File: src/rtl/nsd_pkg.sv
package nsd_pkg;
    typedef enum logic [1:0] {
        DM_OFF     = 2'd0,
        DM_FLAT    = 2'd1,
        DM_SHAPED  = 2'd2,
        DM_OFF_ALT = 2'd3
    } dmode_e;

    // width of the unscaled signed offset (-4..+4)
    localparam int RAW_W = 4;
    // shaping order (fixed third-order difference)
    localparam int HIST_N = 3;
endpackage

File: src/rtl/nsd_lfsr.sv
module nsd_lfsr #(
    parameter int           W        = 23,
    parameter int           TAP_HI   = 22,
    parameter int           TAP_LO   = 17,
    parameter logic [W-1:0] FALLBACK = {{(W-1){1'b0}}, 1'b1}
) (
    input  logic         clk,
    input  logic         rst_n,
    input  logic         load,
    input  logic         step,
    input  logic [W-1:0] seed,
    output logic         bit_o
);
    typedef struct packed {
        logic [W-1:0] st;
    } lfsr_s;

    lfsr_s        r_d, r_q;
    logic [W-1:0] seed_fix;
    logic         nb;

    always_comb begin
        seed_fix = (seed == '0) ? FALLBACK : seed;
        nb       = r_q.st[TAP_HI] ^ r_q.st[TAP_LO];
        bit_o    = nb;
        r_d      = r_q;
        if (!rst_n || load) begin
            r_d.st = seed_fix;
        end else if (step) begin
            r_d.st = {r_q.st[W-2:0], nb};
        end
    end

    always_ff @(posedge clk) begin
        r_q <= r_d;
    end
endmodule

File: src/rtl/nsd_shaper.sv
module nsd_shaper
    import nsd_pkg::*;
(
    input  logic                    clk,
    input  logic                    rst_n,
    input  logic                    clear,
    input  logic                    step,
    input  logic                    bit_i,
    input  dmode_e                  mode,
    output logic signed [RAW_W-1:0] raw_shaped,
    output logic signed [RAW_W-1:0] raw_sel
);
    typedef struct packed {
        logic [HIST_N-1:0] h;   // h[0] = b[n-1], h[1] = b[n-2], h[2] = b[n-3]
    } shp_s;

    shp_s                    s_d, s_q;
    logic signed [RAW_W-1:0] raw_flat;
    int                      acc;

    always_comb begin
        acc = int'(bit_i)
            - 3 * int'(s_q.h[0])
            + 3 * int'(s_q.h[1])
            - int'(s_q.h[2]);
        raw_shaped = acc[RAW_W-1:0];
        raw_flat   = bit_i ? RAW_W'(1) : {RAW_W{1'b1}};

        case (mode)
            DM_FLAT:   raw_sel = raw_flat;
            DM_SHAPED: raw_sel = raw_shaped;
            default:   raw_sel = '0;
        endcase

        s_d = s_q;
        if (!rst_n || clear) begin
            s_d.h = '0;
        end else if (step) begin
            s_d.h = {s_q.h[HIST_N-2:0], bit_i};
        end
    end

    always_ff @(posedge clk) begin
        s_q <= s_d;
    end
endmodule

File: src/rtl/nsd_scale_sat.sv
module nsd_scale_sat #(
    parameter int PE_W  = 16,
    parameter int RAW_W = 4,
    parameter int AMP_W = 3,
    parameter int SC_W  = RAW_W + (1 << AMP_W) - 1
) (
    input  logic signed [PE_W-1:0]  pe,
    input  logic signed [RAW_W-1:0] raw,
    input  logic        [AMP_W-1:0] amp,
    output logic signed [SC_W-1:0]  ofs_scaled,
    output logic signed [PE_W-1:0]  sum_sat
);
    localparam int SUM_W = PE_W + 1;

    logic signed [SC_W-1:0]  raw_ext;
    logic signed [SUM_W-1:0] sum;

    always_comb begin
        raw_ext    = {{(SC_W-RAW_W){raw[RAW_W-1]}}, raw};
        ofs_scaled = raw_ext <<< amp;
        sum        = {pe[PE_W-1], pe}
                   + {{(SUM_W-SC_W){ofs_scaled[SC_W-1]}}, ofs_scaled};
        if (sum[SUM_W-1] != sum[PE_W-1]) begin
            sum_sat = sum[SUM_W-1] ? {1'b1, {(PE_W-1){1'b0}}}
                                   : {1'b0, {(PE_W-1){1'b1}}};
        end else begin
            sum_sat = sum[PE_W-1:0];
        end
    end
endmodule

File: src/rtl/nsd_dither.sv
module nsd_dither
    import nsd_pkg::*;
#(
    parameter int                PE_W          = 16,
    parameter int                LFSR_W        = 23,
    parameter int                AMP_W         = 3,
    parameter logic [LFSR_W-1:0] SEED_FALLBACK = {{(LFSR_W-1){1'b0}}, 1'b1}
) (
    input  logic              clk,
    input  logic              rst_n,
    input  logic              enable,
    input  logic [1:0]        mode,
    input  logic [AMP_W-1:0]  amp,
    input  logic [LFSR_W-1:0] seed,
    input  logic              pe_valid,
    input  logic [PE_W-1:0]   pe_in,
    output logic [PE_W-1:0]   pe_out,
    output logic              pe_out_valid
);
    localparam int SC_W = RAW_W + (1 << AMP_W) - 1;

    typedef struct packed {
        logic [PE_W-1:0] pe;
        logic            vld;
    } out_s;

    out_s                    o_d, o_q;
    logic                    step;
    logic                    rbit;
    dmode_e                  dmode;
    logic signed [RAW_W-1:0] raw_shaped;
    logic signed [RAW_W-1:0] raw_sel;
    logic signed [SC_W-1:0]  ofs_scaled;
    logic signed [PE_W-1:0]  sum_sat;

    assign step  = enable & pe_valid;
    assign dmode = dmode_e'(mode);

    nsd_lfsr #(
        .W        (LFSR_W),
        .TAP_HI   (LFSR_W - 1),
        .TAP_LO   (LFSR_W - 6),
        .FALLBACK (SEED_FALLBACK)
    ) u_lfsr (
        .clk   (clk),
        .rst_n (rst_n),
        .load  (!enable),
        .step  (step),
        .seed  (seed),
        .bit_o (rbit)
    );

    nsd_shaper u_shaper (
        .clk        (clk),
        .rst_n      (rst_n),
        .clear      (!enable),
        .step       (step),
        .bit_i      (rbit),
        .mode       (dmode),
        .raw_shaped (raw_shaped),
        .raw_sel    (raw_sel)
    );

    nsd_scale_sat #(
        .PE_W  (PE_W),
        .RAW_W (RAW_W),
        .AMP_W (AMP_W),
        .SC_W  (SC_W)
    ) u_sat (
        .pe         (pe_in),
        .raw        (raw_sel),
        .amp        (amp),
        .ofs_scaled (ofs_scaled),
        .sum_sat    (sum_sat)
    );

    always_comb begin
        o_d     = o_q;
        o_d.vld = pe_valid;
        if (!rst_n) begin
            o_d = '0;
        end else if (pe_valid) begin
            o_d.pe = enable ? sum_sat : pe_in;
        end
    end

    always_ff @(posedge clk) begin
        o_q <= o_d;
    end

    assign pe_out       = o_q.pe;
    assign pe_out_valid = o_q.vld;
endmodule

File: config.mk
export PLATFORM = sky130hd
export DESIGN_NAME = nsd_dither
export DESIGN_NICKNAME = d
export VERILOG_FILES = /design/src/rtl/nsd_pkg.sv /design/src/rtl/nsd_lfsr.sv /design/src/rtl/nsd_shaper.sv /design/src/rtl/nsd_scale_sat.sv /design/src/rtl/nsd_dither.sv
export SDC_FILE = /design/constraint.sdc
export NUM_CORES = 1
export LEC_CHECK = 0
export BUFFER_PORTS_ARGS = -buffer_cell sky130_fd_sc_hd__buf_2
export CAP_MARGIN = 20
export CORE_MARGIN = 4
export CORE_UTILIZATION = 51
export CTS_BUF_LIST = sky130_fd_sc_hd__clkbuf_8
export DETAILED_ROUTE_END_ITERATION = 6
export PLACE_DENSITY_LB_ADDON = 0.3
export SETUP_SLACK_MARGIN = 0.3
export SYNTH_ARGS = -nofsm -noshare
export SYNTH_HDL_FRONTEND = slang
export SYNTH_SLANG_ARGS = --single-unit
File: constraint.sdc
create_clock -name clk -period 4.4 [get_ports clk]
set_input_delay 0.44 -clock clk [delete_from_list [all_inputs] [get_ports clk]]
set_output_delay 0.44 -clock clk [all_outputs]
set_load 0.02 [all_outputs]
==> results of run 1 <==
[registers in the layout, summed over array words and instances, names as in the netlist]
| name | flops |
|---|---|
| pe_out | 16 |
| u_lfsr.r_q | 23 |
| u_shaper.s_q | 3 |
| pe_out_valid | 1 |
[worst min-delay path: stages, from the launching register on]
cell,delay (ns)
dfxtp_1,0.32
nand2_1,0.05
o21ai_1,0.05
[layout make-up]
type | instances | area share
Timing Repair Buffer | 87 | 0.136
Sequential cell | 43 | 0.281
Multi-Input combinational cell | 254 | 0.516
Inverter | 15 | 0.0144
Clock buffer | 5 | 0.0177
Clock inverter | 3 | 0.0119
Tap cell | 75 | 0.0241
[logic make-up after synthesis]
| logic type | after synthesis | synth area share |
|---|---|---|
| xor+xnor | 12 | 0.0340 |
| simple gates | 93 | 0.145 |
| buf+inv | 30 | 0.0421 |
| fa+ha+maj | 24 | 0.104 |
| compound gates | 98 | 0.225 |
| flops | 43 | 0.353 |
| mux | 27 | 0.0967 |
[power breakdown]
group / switching, mW / internal (mW) / leakage [nW] / total, mW
clock: 0.143 / 0.171 / 0.0548 / 0.314
combinational: 0.203 / 0.164 / 1.21 / 0.367
sequential: 0.0127 / 0.463 / 0.406 / 0.476
total: 0.358 / 0.798 / 1.67 / 1.16
[worst max-delay path by stage]
stage                          from          to  slack [ns]  depth (start not counted)
finish              u_shaper.s_q[0]  pe_out[12]        0.22                         21
global placement    u_shaper.s_q[1]  pe_out[13]        0.03                         21
global route        u_shaper.s_q[0]  pe_out[12]       0.002                         21
CTS                 u_shaper.s_q[0]  pe_out[12]        0.23                         21
floorplan           u_shaper.s_q[1]  pe_out[10]        0.30                         22
detailed placement  u_shaper.s_q[1]  pe_out[13]       -0.05                         22
[Yosys cell counts (all sizes together) (4+ instances only)]
master / number
inv: 15
a31oi: 5
o21ai: 26
a211oi: 4
a21oi: 35
nand3: 5
mux2i: 4
xnor2: 10
nor4: 6
edfxtp: 23
o221ai: 9
nor2: 18
dfxtp: 20
clkbuf: 12
mux2: 23
ha: 21
nand2: 38
nor3: 6
[layer usage]
layer | GRT usage | wire, um | vias up
met5 | 0 | 0 | -
met4 | 0.0532 | 106 | 0
met3 | 0.0279 | 277 | 11
met2 | 0.336 | 3750 | 61
met1 | 0.268 | 3260 | 1313
li1 | - | - | 1363
[timing repair]
item | 4_1_cts | 5_1_grt
setup endpoints to repair | 16 | 16
setup buffers | 6 | 2
pin swaps | 17 | 7
resized for setup | 23 | 13
hold endpoints to repair | 0 | 0
==> impl_metrics.ini, run 1 <==
[route]
wl_mm = 7.40
drtAntennaViolNets = 0
routed-via-count = 2748
vias_per_cell = 5.70
wl_per_cell_um = 15.3
drt_iter0_markers = 123
drt_first_pass_iters = 4
drc = 0

[timing]
skew_ns = 0.00789
period_share = 0.950
max_freq_ghz = 0.239
setup_viol = 0
post-route-min-period_ns = 4.18
rsz0062_at_grt = true
worst_pin_slew_ns = 0.539
finalHoldViolations = 0
fin_ws_ns = 0.222
relSlewSlack = 0.641
setup_tns_ns = 0
maxSlewViolCount = 0
hold_ws_ns = 0.454

[worst_setup_path]
arrival_ns = 4.36
r2r-start = u_shaper.s_q[0]
worstPathBufferInverterCount = 3
r2r_setup_slack_ns = 0.22
reg2reg_depth = 21
critical_path.cell_chain = fa_2 -> fa_1 -> inv_1 -> ha_2 -> inv_2 -> ha_4 -> o21ai_1 -> nand2_1 -> a21oi_2 -> mux2i_1 -> nor2_1 -> ha_1 -> o21ai_2 -> o21bai_2 -> o31ai_4 -> o21a_1 -> nor3b_4 -> a31oi_4 -> buf_12 -> a21boi_0 -> o21ai_0
cp_max_fo = 11
crit_required_ns = 4.59
cpMaxStageDelayCell = fa_1
path_class = reg -> reg
crit_family = adder cells
rr_endpoint = pe_out[12]
critical_path.endpoint_type = flop
critPathLaunchType = flop
slowest_delay_ns = 0.51

[floorplan]
initial_core_util = 0.525
core_region_area_um2 = 5890
fp-row-count = 28
die-area_um2 = 7370
io_pins = 65
fp.dieH_um = 85.9
die_w_um = 85.9

[place]
place_ws_ns = -0.0526
place_area_um2 = 3560
gp_congestion = 0.821
port_buffers = 64
hpwl_mm = 5.45
dp_cells = 465

[layout]
nets = 478
drive_gt1_frac = 0.410
stdcell_count = 482
final_common_cell = buf_2
utilization = 0.662
fillers = 486
antenna_cells = 0
final_cell_mix = buf_2, nand2_1, mux2_2, edfxtp_1, buf_4
finish.instance_area_um2 = 3900
regArea_um2 = 1090
area_growth_pct = 26.1
multi_input_area_um2 = 2010

[clocking]
htree_num_levels = 2
root_buffer = clkbuf_8
clk_latency_ns = 0.29
clockBufferDepth = 2
ctsHoldBuffers = 0
cts_buffers = 5
cts_tree = built
path_clk_slew_ns = 0.09
cts.sinks = 43

[synth]
ys_ff_latch = 43
ys_top_cells_by_area = edfxtp_1, dfxtp_1, ha_1
synth_edf_count = 23
netlist_area_um2 = 3090
synthFlopType = edfxtp_1
synth_fp_nets = 399
ys_types = 53
ys_seq_area_frac = 0.353
async_reset_ff_frac = 0
synth_top_area_share = 0.223
syn_inst = 327
yosysTopAreaCell = edfxtp_1
ys_warn_count = 0
syn_avg_cell_area_um2 = 9.45

[global_route]
antenna_found_initial = 0
grt_pass1_wl_mm = 11.9
grt_max_degree = 30
grt_overflow_total = 0
grtUsageTotal = 0.199
grt_pass1_vias = 2651

[job]
drv_cap = 0

[min_path]
hold-path-cell-count = 2
whs_endpoint = pe_out[13]
holdCritPathClass = reg -> reg
worstHoldStart = pe_out[13]

[power_and_ir_drop]
finalPower_mw = 1.16
power_density_nw_per_um2 = 297
power.leakage_nw = 1.67
vdd_ir_drop_max_mv = 0.172

[run_status]
run_status = complete, no violations
(Power assumes the default switching activity.)
==> run 2, diff against run 1 <==
--- a/config.mk
+++ b/config.mk
@@ -5,9 +5,8 @@
 export SDC_FILE = /design/constraint.sdc
 export NUM_CORES = 1
 export LEC_CHECK = 0
-export BUFFER_PORTS_ARGS = -buffer_cell sky130_fd_sc_hd__buf_2
+export BUFFER_PORTS_ARGS = -buffer_cell sky130_fd_sc_hd__buf_4
 export CAP_MARGIN = 20
-export CORE_MARGIN = 4
 export CORE_UTILIZATION = 51
 export CTS_BUF_LIST = sky130_fd_sc_hd__clkbuf_8
 export DETAILED_ROUTE_END_ITERATION = 6
==> run 2 against run 1 <==
  * Combinational power grew 8.7%
  * Critical endpoint is now pe_out[9]
  * Final cell count shrank 0.21%
  * Non-clock buffer count grew 2
  * Clock power grew 3%
  * Sequential power is essentially flat
==> impl_metrics.ini, run 2 (same netlist as run 1, synthesis figures left out) <==
[worst_setup_path]
cp_max_fo = 7
cpMaxStageDelayCell = fa_1
crit_start = u_shaper.s_q[1]
critical_path.cell_chain = inv_2 -> fa_2 -> fa_1 -> inv_1 -> ha_2 -> inv_2 -> ha_4 -> o21ai_2 -> nand2_1 -> a21oi_2 -> buf_4 -> mux2i_4 -> nor2_1 -> ha_2 -> o21ai_2 -> o21bai_2 -> o31ai_4 -> o21a_1 -> inv_1 -> a31oi_4 -> buf_4 -> nand2_1 -> a31oi_1
crit_required_ns = 4.63
critPathLaunchType = flop
slowest_delay_ns = 0.50
arrival_ns = 4.50
r2r-start = u_shaper.s_q[1]
critical_path.endpoint_type = flop
path_class = reg -> reg

[layout]
nets = 480
largest_reg_flops = 23
utilization = 0.719
fillers = 428
antenna_cells = 0
drive_gt1_frac = 0.430
largest_register = u_lfsr.r_q
final_common_cell = buf_4
final_cell_mix = buf_4, nand2_1, mux2_2, edfxtp_1
area_growth_pct = 31.9

[timing]
skew_ns = 0.00847
relSlewSlack = 0.300
worst_pin_slew_ns = 1.05
hold_ws_ns = 0.433
post-route-min-period_ns = 4.27
rsz0062_at_grt = true
max_freq_ghz = 0.234
period_share = 0.969
maxSlewViolCount = 0
finalHoldViolations = 0
setup_viol = 0

[place]
port_buffers = 64
hpwl_mm = 5.62
gp_congestion = 0.937

[clocking]
htree_num_levels = 2
cts.sinks = 43
path_clk_slew_ns = 0.09
root_buffer = clkbuf_8
clk_latency_ns = 0.30
ctsHoldBuffers = 0
cts_buffers = 5
clockBufferDepth = 2
cts_tree = built

[floorplan]
core_region_area_um2 = 5680
initial_core_util = 0.545
die-area_um2 = 6380
die_w_um = 79.9
io_pins = 65
fp.dieH_um = 79.9
fp-row-count = 27

[global_route]
antenna_found_initial = 0
grtUsageTotal = 0.264
grt_overflow_total = 0
grt_pass1_wl_mm = 13.0
grt_max_degree = 30
grt_pass1_vias = 2794

[route]
wl_per_cell_um = 16.7
vias_per_cell = 5.81
drt_iter0_markers = 183
drc = 0
drt_first_pass_iters = 5
routed-via-count = 2794
wl_mm = 8.03
drtAntennaViolNets = 0

[power_and_ir_drop]
p_clk_frac = 0.269
p_int_mw = 0.820
combPwrFrac = 0.333
p_sw_frac = 0.317
power_density_nw_per_um2 = 294
switchingPower_mw = 0.380
power.leakage_nw = 1.73
vdd_ir_drop_max_mv = 0.162
p_seq_frac = 0.399
finalPower_mw = 1.20

[min_path]
holdCritPathClass = in -> reg
worstHoldStart = pe_in[12]

[run_status]
run_status = complete, no violations

[job]
drv_cap = 0
==> run 2: repair_timing <==
item                                    4_1_cts  5_1_grt
hold endpoints to repair                      0        0
cloned                                        0        0
endpoints found under the setup margin       16       16
pin swaps                                    24       15
setup buffers                                 9        0
resized for setup                            36       12
==> run 2: power by group through the flow <==
stage	Clock [mW]	Combinational, mW	Sequential [mW]
detailed placement	0	0.348	0.488
CTS	0.330	0.383	0.479
finish	0.322	0.399	0.478
floorplan	0	0.210	0.501
global placement	0	0.342	0.485
global route	0.347	0.431	0.483
==> run 2: area by class of cell <==
type	count	area, um^2	share of cell area
clock buffer	5	68.8	0.0169
multi-input combinational	254	2050	0.503
tap	72	90.1	0.0221
clock inverter	3	46.3	0.0113
inverter	15	56.3	0.0138
sequential	43	1090	0.268
timing repair buffer	89	672	0.165
==> run 2: path summary, 6_finish.rpt <==
check        slack, ns          to  cells after the start
max               0.13   pe_out[9]                     23
min               0.43  pe_out[12]                      3
max reg2reg       0.13   pe_out[9]                     23
min reg2reg       0.47  pe_out[12]                      2
==> run 2: metal layers <==
| layer | share of wire | track usage |
|---|---|---|
| met2 | 0.52 | 0.479 |
| met5 | 0 | 0 |
| met4 | 0.012 | 0.0911 |
| met1 | 0.40 | 0.310 |
| met3 | 0.060 | 0.0480 |
==> run 2: critical path: cells and delay by family (launching register included) <==
kind	cells	cell delay (ns)
multiplexers	1	0.06
flip-flops	1	0.34
AND/OR/NAND/NOR	3	0.26
buffers and inverters	6	0.60
adder cells (fa/ha/maj)	5	1.53
AO/OA/AOI/OAI	8	1.42
==> run 2: stage by stage <==
step                      cells  area (um^2)  TNS [ns]  setup WS (ns)
final                       481         4080         0          0.135
after global routing        481         4080    -0.135        -0.0287
after floorplan             327         3100         0          0.304
after global placement      464         3720         0         0.0261
after detailed placement    464         3720     -1.77         -0.183
after CTS                   481         4030         0          0.259
==> run 3, diff against run 2 <==
--- a/config.mk
+++ b/config.mk
@@ -11,6 +11,7 @@
 export CTS_BUF_LIST = sky130_fd_sc_hd__clkbuf_8
 export DETAILED_ROUTE_END_ITERATION = 6
 export PLACE_DENSITY_LB_ADDON = 0.3
+export RECOVER_POWER = 100
 export SETUP_SLACK_MARGIN = 0.3
 export SYNTH_ARGS = -nofsm -noshare
 export SYNTH_HDL_FRONTEND = slang
==> run 3 against run 2 <==
  * The flow now finishes with violations (capacitance limit, slew limit)
  * Sequential cell count did not move
  * Combinational power shrank 3%
  * Global-route usage unchanged
  * Critical endpoint unchanged
==> impl_metrics.ini, run 3 (same netlist as run 1, synthesis figures left out) <==
[layout]
area_growth_pct = 29.9
antenna_cells = 0
utilization = 0.707
final_common_cell = buf_4
largest_reg_flops = 23
drive_gt1_frac = 0.384
nets = 480
largest_register = u_lfsr.r_q
fillers = 447
final_cell_mix = buf_4, nand2_1, edfxtp_1

[place]
place_ws_ns = -0.183
hpwl_mm = 5.62
gp_congestion = 0.937
port_buffers = 64

[min_path]
holdCritPathClass = in -> reg

[timing]
period_share = 0.969
worst_pin_slew_ns = 1.54
post-route-min-period_ns = 4.26
finalHoldViolations = 0
setup_viol = 0
skew_ns = 0.00969
maxSlewViolCount = 24
fin_ws_ns = 0.136
relSlewSlack = -0.0234
max_freq_ghz = 0.235
setup_tns_ns = 0
rsz0062_at_grt = true

[global_route]
grt_pass1_vias = 2794
grt_max_degree = 30
grt_overflow_total = 0
grt_pass1_wl_mm = 13.0
grtUsageTotal = 0.264
antenna_found_initial = 0

[worst_setup_path]
slowest_delay_ns = 0.50
crit_required_ns = 4.64
arrival_ns = 4.50
worstPathBufferInverterCount = 6
critical_path.endpoint_type = flop
critPathLaunchType = flop
cp_max_fo = 7
r2r_setup_slack_ns = 0.14
cpMaxStageDelayCell = fa_1
crit_family = adder cells
critical_path.cell_chain = inv_2 -> fa_2 -> fa_1 -> inv_1 -> ha_2 -> inv_2 -> ha_4 -> o21ai_2 -> nand2_1 -> a21oi_2 -> buf_4 -> mux2i_4 -> nor2_1 -> ha_2 -> o21ai_2 -> o21bai_2 -> o31ai_4 -> o21a_1 -> inv_1 -> a31oi_4 -> buf_4 -> nand2_1 -> a31oi_1
path_class = reg -> reg

[power_and_ir_drop]
finalPower_mw = 1.19
power_density_nw_per_um2 = 297
vdd_ir_drop_max_mv = 0.162
power.leakage_nw = 1.66

[route]
wl_mm = 8.04
drc = 0
vias_per_cell = 5.86
drt_iter0_markers = 159
wirelength_met1_mm = 3.31
met3WireLength_um = 438
route.met2.wl_mm = 4.19
wl_per_cell_um = 16.7
routed-via-count = 2819
drt_first_pass_iters = 5
drtAntennaViolNets = 0
highest_layer = met4

[clocking]
cts_buffers = 5
cts_tree = built
cts.sinks = 43
root_buffer = clkbuf_8
path_clk_slew_ns = 0.10
htree_num_levels = 2
clk_latency_ns = 0.30
clockBufferDepth = 2

[floorplan]
io_pins = 65
fp.dieH_um = 79.9
die_w_um = 79.9
die-area_um2 = 6380
fp-row-count = 27
core_region_area_um2 = 5680
initial_core_util = 0.545

[run_status]
violations = capacitance limit, slew limit
run_status = complete, but fails checks

[job]
drv_cap = 1
## run 3: metal layers
metal | track usage | vias to the layer above
met2 | 0.479 | 94
met4 | 0.0911 | 0
met3 | 0.0480 | 12
li1 | - | 1365
met1 | 0.310 | 1348
met5 | 0 | -
## run 3: layout make-up
cell class,instances,area [um^2],area share
clock inverter,3,46.3,0.0115
timing repair buffer,89,608,0.151
multi-input combinational,254,2050,0.511
sequential,43,1090,0.272
clock buffer,5,68.8,0.0171
tap,72,90.1,0.0224
inverter,15,56.3,0.0140
## run 3: worst paths after layout
kind,startpoint,end,cells past startpoint
worst min register to register,pe_out[12],pe_out[12],2
worst min-delay path,pe_in[12],pe_out[12],3
worst max register to register,u_shaper.s_q[1],pe_out[9],23
worst max-delay path,u_shaper.s_q[1],pe_out[9],23
## run 3: report_power, final
part	switching, mW	leakage (nW)	total [mW]	internal [mW]
combinational	0.214	1.20	0.388	0.173
clock	0.154	0.0548	0.325	0.171
sequential	0.0147	0.406	0.478	0.463
total	0.383	1.66	1.19	0.808
## run 3: per-stage QoR
step | instances | cell area, um^2 | hold WS (ns)
finish | 481 | 4020 | 0.429
global route | 481 | 4020 | 0.433
CTS | 481 | 4030 | 0.423
detailed placement | 464 | 3720 | 0.474
global placement | 464 | 3720 | 0.456
floorplan | 327 | 3100 | 0.481
## run 3: tightest hold or removal path: stages
cell     delay [ns]
buf_4          0.09
o21ai_0        0.06
o21ai_1        0.11
## run 3: timing repair
item,CTS,global route
buffers inserted,9,0
endpoints found under the setup margin,16,16
gates resized for setup,36,12
hold buffers,0,0
cloned,0,0
pin swaps,24,15
